--- src/rtl/jab_pkg.sv ---
package jab_pkg;

    typedef enum logic {
        ST_OPEN   = 1'b0,
        ST_JAMMED = 1'b1
    } port_state_e;

    typedef struct packed {
        port_state_e st;
    } guard_regs_t;

endpackage

--- src/rtl/jab_tick_gen.sv ---
module jab_tick_gen #(
    parameter int unsigned TICK_DIV = 125
) (
    input  logic clk,
    input  logic rst_n,
    output logic tick_o
);
    localparam int unsigned PW = (TICK_DIV > 1) ? $clog2(TICK_DIV) : 1;

    generate
        if (TICK_DIV > 1) begin : g_div
            logic [PW-1:0] cnt_d, cnt_q;

            always_comb begin
                tick_o = (cnt_q == PW'(TICK_DIV - 1));
                cnt_d  = tick_o ? '0 : cnt_q + 1'b1;
            end

            always_ff @(posedge clk or negedge rst_n) begin
                if (!rst_n) cnt_q <= '0;
                else        cnt_q <= cnt_d;
            end

            // a divided tick lasts a single clock
            assert_tick_single_R2: assert property (@(posedge clk) disable iff (!rst_n)
                tick_o |=> !tick_o);
        end else begin : g_pass
            assign tick_o = 1'b1;
        end
    endgenerate
endmodule

--- src/rtl/jab_span_timer.sv ---
module jab_span_timer #(
    parameter int unsigned LIMIT = 13500
) (
    input  logic clk,
    input  logic rst_n,
    input  logic clear_i,
    input  logic tick_i,
    output logic expire_o
);
    localparam int unsigned CW = $clog2(LIMIT + 1);

    logic [CW-1:0] cnt_d, cnt_q;

    always_comb begin
        expire_o = !clear_i && tick_i && (cnt_q == CW'(LIMIT - 1));
        if (clear_i || expire_o) cnt_d = '0;
        else if (tick_i)         cnt_d = cnt_q + 1'b1;
        else                     cnt_d = cnt_q;
    end

    always_ff @(posedge clk or negedge rst_n) begin
        if (!rst_n) cnt_q <= '0;
        else        cnt_q <= cnt_d;
    end

    // count never reaches the limit itself
    assert_span_bound_R2: assert property (@(posedge clk) disable iff (!rst_n)
        cnt_q < CW'(LIMIT));
    // a clear leaves the count empty on the next clock
    assert_span_clear_R3: assert property (@(posedge clk) disable iff (!rst_n)
        clear_i |=> (cnt_q == '0));
endmodule

--- src/rtl/jab_guard.sv ---
module jab_guard
    import jab_pkg::*;
#(
    parameter int unsigned TICK_DIV   = 125,
    parameter int unsigned JAB_TICKS  = 13500,
    parameter int unsigned IDLE_TICKS = 500000
) (
    input  logic clk,
    input  logic rst_n,
    input  logic tx_active_i,
    input  logic jab_disable_i,
    input  logic sqe_req_i,
    output logic port_en_o,
    output logic jab_col_o,
    output logic jab_led_n_o,
    output logic sqe_ok_o
);
    guard_regs_t r_d, r_q;
    logic tick, len_clear, len_expire, idle_clear, idle_expire, jammed;

    assign jammed = (r_q.st == ST_JAMMED);

    jab_tick_gen #(.TICK_DIV(TICK_DIV)) u_tick (
        .clk(clk), .rst_n(rst_n), .tick_o(tick)
    );

    assign len_clear  = !tx_active_i || jab_disable_i || jammed;
    assign idle_clear = tx_active_i || jab_disable_i || !jammed;

    jab_span_timer #(.LIMIT(JAB_TICKS)) u_len (
        .clk(clk), .rst_n(rst_n), .clear_i(len_clear),
        .tick_i(tick), .expire_o(len_expire)
    );

    jab_span_timer #(.LIMIT(IDLE_TICKS)) u_idle (
        .clk(clk), .rst_n(rst_n), .clear_i(idle_clear),
        .tick_i(tick), .expire_o(idle_expire)
    );

    always_comb begin
        r_d = r_q;
        unique case (r_q.st)
            ST_OPEN:   if (len_expire) r_d.st = ST_JAMMED;
            ST_JAMMED: if (jab_disable_i || idle_expire) r_d.st = ST_OPEN;
            default:   r_d.st = ST_OPEN;
        endcase
    end

    always_ff @(posedge clk or negedge rst_n) begin
        if (!rst_n) r_q <= '{st: ST_OPEN};
        else        r_q <= r_d;
    end

    assign port_en_o   = !jammed;
    assign jab_col_o   = jammed;
    assign jab_led_n_o = !jammed;
    assign sqe_ok_o    = sqe_req_i && !jammed;

    assert_jam_needs_activity_R2: assert property (@(posedge clk) disable iff (!rst_n)
        $rose(jab_col_o) |-> $past(tx_active_i && !jab_disable_i));
    assert_release_needs_idle_R5: assert property (@(posedge clk) disable iff (!rst_n)
        $fell(jab_col_o) |-> $past(!tx_active_i || jab_disable_i));
    assert_disable_clears_R7: assert property (@(posedge clk) disable iff (!rst_n)
        jab_disable_i |=> !jab_col_o);
    assert_sqe_blocked_R8: assert property (@(posedge clk) disable iff (!rst_n)
        (sqe_req_i && !port_en_o) |-> !sqe_ok_o);
endmodule

--- config.mk ---
export PLATFORM = sky130hd
export DESIGN_NAME = jab_guard
export DESIGN_NICKNAME = d
export VERILOG_FILES = /design/src/rtl/jab_pkg.sv /design/src/rtl/jab_tick_gen.sv /design/src/rtl/jab_span_timer.sv /design/src/rtl/jab_guard.sv
export SDC_FILE = /design/constraint.sdc
export NUM_CORES = 1
export LEC_CHECK = 0
export ABC_CLOCK_PERIOD_IN_PS = 3800
export CELL_PAD_IN_SITES_DETAIL_PLACEMENT = 0
export CELL_PAD_IN_SITES_GLOBAL_PLACEMENT = 1
export CORE_MARGIN = 5
export CORE_UTILIZATION = 45
export CTS_BUF_LIST = sky130_fd_sc_hd__clkbuf_4 sky130_fd_sc_hd__clkbuf_8
export CTS_CLUSTER_DIAMETER = 40
export DETAILED_ROUTE_END_ITERATION = 12
export DONT_BUFFER_PORTS = 1
export PLACE_DENSITY = 0.83
export SLEW_MARGIN = 20
export SYNTH_ARGS = -nofsm -noshare
export SYNTH_HDL_FRONTEND = slang
export SYNTH_SLANG_ARGS = --single-unit
--- constraint.sdc ---
create_clock -name clk -period 3.8 [get_ports clk]
set_input_delay 0 -clock clk [delete_from_list [all_inputs] [get_ports clk]]
set_output_delay 0 -clock clk [all_outputs]
set_load 0.02 [all_outputs]
* After elaboration in Yosys (flattened, before gate mapping)
Cells that the tools add are included.
** Operators by class
- Add/subtract/negate cells :: 3
- Equal/unequal tests :: 3
- Multiplexer cells :: 8
- Bitwise operators :: 1
- Reductions and logical operators :: 18
** Operators with widths (number)
- $mux W19 :: 2
- $mux W14 :: 2
- $add A19 B1 Y19 const B :: 1
- $eq A19 B19 Y1 const B :: 1
- $add A14 B1 Y14 const B :: 1
- $eq A14 B14 Y1 const B :: 1
- $add A7 B1 Y7 const B :: 1
- $eq A7 B7 Y1 const B :: 1
- $logic_or A1 B1 Y1 :: 7
- $mux W7 :: 1
- $logic_and A1 B1 Y1 :: 5
- $logic_not A1 Y1 :: 4
- $reduce_bool A2 Y1 :: 2
- $mux W1 :: 2
- $pmux W1 S2 :: 1
- $not A1 Y1 :: 1
** Word-level totals
- Flip-flop bits (word level) :: 41
- Bits of input ports :: 5
- Output and inout port bits :: 4
- Word-level logic and storage cells :: 37

* Logic depth before layout (Yosys ltp)
- Word-level depth :: 8
- Gate-level depth with buffers :: 8
- Gate-level depth less buffers :: 6

* Cells and area by module
From an unflattened synthesis, not the netlist that was laid out.
** Unflattened totals
- Cells, all modules :: 220
- Area total of the unflattened synthesis :: 2203.4 µm²
** Modules (own cells, without submodules)
- jab_span_timer at u_idle :: instances 1, cells each 104, area each 1028.5 µm²
- jab_span_timer at u_len :: instances 1, cells each 77, area each 757.0 µm²
- jab_tick_gen :: instances 1, cells each 31, area each 345.3 µm²
- jab_guard :: instances 1, cells each 8, area each 72.6 µm²

* Least setup slack after synthesis
No wires, ideal clock.
- Kind :: register to register
- From :: register u_tick.g_div.cnt_q[0]
- To :: register u_idle.cnt_q[13]
- Setup time :: 0.077 ns
- Arrival time :: 1.893 ns
- Required time :: 3.723 ns
- Slack :: 1.829 ns
- Stages on the path, launching flop included :: 8
- Period minus slack after synthesis :: 1.971 ns
- Cell sequence :: dfrtp_1 > inv_1 > ha_1 > nand2_1 > or3_1 > clkbuf_1 > or4_1 > a21oi_1
** Between the ends
- Cells in the longest elaborated chain, start to end :: 5
** RTL lines
- from (decl) :: line jab_tick_gen.sv:12 : logic [PW-1:0] cnt_d, cnt_q;
- from (signal assigned) :: line jab_tick_gen.sv:21 : else cnt_q <= cnt_d;
- $eq A7 B7 Y1 * :: line jab_tick_gen.sv:15 : tick_o = (cnt_q == PW'(TICK_DIV - 1));
- $logic_and A1 B1 Y1 (2 in series) :: line jab_span_timer.sv:15 : expire_o = !clear_i && tick_i && (cnt_q == CW'(LIMIT - 1));
- $logic_or A1 B1 Y1 :: line jab_span_timer.sv:16 : if (clear_i || expire_o) cnt_d = '0;
- $mux W19 or $reduce_bool A2 Y1 (tied branches)
- to (signal assigned) :: line jab_span_timer.sv:23 : else cnt_q <= cnt_d;
- to (decl) :: line jab_span_timer.sv:12 : logic [CW-1:0] cnt_d, cnt_q;
Mark *: on every way between the ends. The rest lies on a longest branch, timed or not.
A chain may end at the register's enable or synchronous reset.

* Worst setup path after layout
- From :: register u_tick.g_div.cnt_q[2]
- To :: register u_idle.cnt_q[13]
The elaborated chain is that of the path after synthesis.

==> flow_metrics.env <==
export IMPL_status="finished, final reports clean"
export IMPL_final_common_cell="dfrtp_1"
export IMPL_syn_avg_cell_area_um2=9.24
export IMPL_worstPathArrival_ns=2.39
export IMPL_reg2reg_from="u_tick.g_div.cnt_q[2]"
export IMPL_ys_seq_area_share_pct=45.3
export IMPL_finalPower_mw=0.866
export IMPL_max_slew_worst_pin_slew_ns=0.697
export IMPL_post_dp_hpwl_um=3270
export IMPL_slew_violations=0
export IMPL_synth_cell_types=43
export IMPL_die_w_um=80.9
export IMPL_drc_errors=0
export IMPL_leakagePower_nw=0.907
export IMPL_peakVddDrop_v=0.000172
export IMPL_period_share_pct=57.1
export IMPL_grt_max_degree=42
export IMPL_report_final_hold_viol_count=0
export IMPL_crit_start="u_tick.g_div.cnt_q[2]"
export IMPL_synthAdderAreaFrac_pct=2.21
export IMPL_syn2layout_area_growth_pct=11.0
export IMPL_post_cts_resized=0
export IMPL_first_pass_iters=4
export IMPL_syn_area_mm2=0.00226
export IMPL_rr_worst_depth=4
export IMPL_ys_ff_latch=41
export IMPL_rows=25
export IMPL_wirelength_um=4600
export IMPL_max_slew_margin_pct=53.3
export IMPL_cp_end_kind="register"
export IMPL_multi_input_area_mm2=0.00116
export IMPL_grt_util_all_layers_pct=16.2
export IMPL_critPathCapture="u_idle.cnt_q[13]"
export IMPL_dieArea_mm2=0.00655
export IMPL_fmax_ghz=0.461
export IMPL_core_mm2=0.00482
export IMPL_grt_pass1_vias=1801
export IMPL_cts_sinks=41
export IMPL_dr_wl_met2_um=2040
export IMPL_postRouteAntennaNets=0
export IMPL_muxShareOfSynthArea_pct=0.442
export IMPL_diodes=0
export IMPL_synth_top_family_by_area="simple AND/OR/NAND/NOR gates"
export IMPL_placed_cell_area_mm2=0.00232
export IMPL_antenna_found_initial=0
export IMPL_clockBufferDepth=2
export IMPL_place_congestion=0.835
export IMPL_start_util_pct=47.0
export IMPL_synth_simple_area_share_pct=29.5
export IMPL_r2r_slack_ns=1.63
export IMPL_synth_edf_count=0
export IMPL_initialDrtViolationCount=76
export IMPL_synthFlopType="dfrtp_1"
export IMPL_via_per_inst=5.77
export IMPL_die_h_um=80.9
export IMPL_final_cell_mix="dfrtp_1 (41), nor2_1 (21), a21oi_1 (17)"
export IMPL_required_ns=4.02
export IMPL_io_buffers=0
export IMPL_synth_cells=245
export IMPL_cp_start_kind="register"
export IMPL_synth_compound_gate_area_share_pct=12.4
export IMPL_drive_gt1_share_pct=7.97
export IMPL_met3_length_um=201
export IMPL_cts_tree="yes"
export IMPL_ys_warn_count=0
export IMPL_worstPathMaxFanout=11
export IMPL_fin_crit_ns=2.17
export IMPL_clock_skew_ns=0.00823
export IMPL_highest_layer="met4"
export IMPL_ioPinCount=9
export IMPL_synth_xor_area_share_pct=6.58
export IMPL_layout_nets=259
export IMPL_grt_setup_unrepaired="false"
export IMPL_critPathKind="reg -> reg"
export IMPL_final_area_mm2=0.00251
export IMPL_root_buffer="clkbuf_8"
export IMPL_power_per_cell_area_mw_per_mm2=345
export IMPL_synthArstFlopShare_pct=100
export IMPL_setup_violations=0
export IMPL_clk_latency_ns=0.29
export IMPL_drv_cap=0
export IMPL_hp_class="in -> reg"
export IMPL_drt_wirelength_per_cell_um=14.5
export IMPL_finalSetupTns_ns=0
export IMPL_drt_met1_wl_um=2300
export IMPL_num_vias=1836
export IMPL_numCtsBuffers=5
export IMPL_syn_nets=254
export IMPL_cts_max_level=2
export IMPL_rr_endpoint="u_idle.cnt_q[13]"
export IMPL_clkTransAtPathRegs_ns=0.08
export IMPL_grt_pass1_wl_um=8300
export IMPL_nFillCells=472
export IMPL_regArea_mm2=0.00103
export IMPL_gr_total_overflow=0
==> cells in the mapped netlist, types with 2 or more instances <==
master | count | area [um^2]
nand4_1 | 13 | 81.3
nor2b_1 | 2 | 12.5
o31ai_1 | 6 | 45.0
and2_1 | 2 | 12.5
xor2_1 | 9 | 78.8
ha_1 | 4 | 50.1
or3_2 | 2 | 15.0
dfrtp_1 | 41 | 1030
xnor2_1 | 8 | 70.1
and4_1 | 5 | 43.8
buf_2 | 2 | 10.0
nand3_1 | 12 | 60.1
or4_4 | 2 | 22.5
and3_1 | 5 | 31.3
nor4_1 | 8 | 50.1
o21ai_0 | 15 | 75.1
inv_1 | 12 | 45.0
nor3b_1 | 3 | 22.5
nor2_1 | 21 | 78.8
nand2_1 | 15 | 56.3
or4_1 | 5 | 37.5
nand3b_1 | 2 | 15.0
nor3_1 | 4 | 20.0
or3_1 | 7 | 43.8
clkbuf_1 | 5 | 18.8
a21oi_1 | 17 | 85.1
nor4b_1 | 2 | 17.5
==> kinds of logic after synthesis <==
group                      count (synthesis)
buffers and inverters                     20
DFF                                       41
adders and majority gates                  4
AOI/OAI and AO/OA                         47
muxes                                      1
xor gates and xnor gates                  17
and+or+nand+nor                          115
==> worst min-delay path by stage <==
| stage | startpoint | to | depth (start not counted) |
|---|---|---|---|
| CTS | tx_active_i | jab_col_o | 4 |
| floorplan | rst_n | jab_col_o | 0 |
| detailed placement | rst_n | u_idle.cnt_q[10] | 0 |
| finish | tx_active_i | jab_col_o | 4 |
| global placement | rst_n | u_idle.cnt_q[10] | 0 |
| global route | tx_active_i | jab_col_o | 4 |
==> power by group <==
| group | leakage [nW] | switching, mW | internal (mW) | total, mW |
|---|---|---|---|---|
| sequential | 0.559 | 0.0000000000000000512 | 0.436 | 0.436 |
| clock | 0.0681 | 0.150 | 0.261 | 0.411 |
| combinational | 0.280 | 0.0132 | 0.00577 | 0.0190 |
==> routing by layer <==
metal  global-route usage [%]  vias to the layer above
met5                        0                        -
met4                     5.07                        0
met3                     3.88                        6
met2                     25.7                       31
met1                     21.9                      889
li1                         -                      910
==> flip-flops by register name, indices dropped and copies added, names as in the netlist <==
name / cells
u_tick.g_div.cnt_q: 7
u_idle.cnt_q: 19
jab_col_o: 1
u_len.cnt_q: 14
==> final cells by class <==
cell class	count	share of cell area [%]
Multi-Input combinational cell	184	46.0
Sequential cell	41	40.8
Tap cell	67	3.34
Clock buffer	5	2.74
Timing Repair Buffer	6	2.69
Clock inverter	3	2.59
Inverter	12	1.79
==> metrics by stage <==
| stage | hold WS (ns) | instances | util (%) | setup WS (ns) |
|---|---|---|---|---|
| floorplan | -0.296 | 245 | - | 1.83 |
| global placement | -0.295 | 305 | 48.1 | 1.71 |
| detailed placement | -0.294 | 305 | 48.1 | 1.64 |
| CTS | 0.0861 | 318 | 52.2 | 1.61 |
| global route | 0.128 | 318 | 52.2 | 1.53 |
| finish | 0.0835 | 318 | 52.2 | 1.63 |
==> repair_timing <==
action	in CTS	in global routing
setup buffers	0	0
hold buffers	5	0
endpoints found under the hold margin	46	0
==> critical path: stages, from the launching register on <==
cell and delay, ns:
dfrtp_1 0.44, nand4_1 0.39, or3_1 0.62, or4_1 0.50, a21oi_1 0.15
Note: power is estimated with default switching activity, not from simulation.
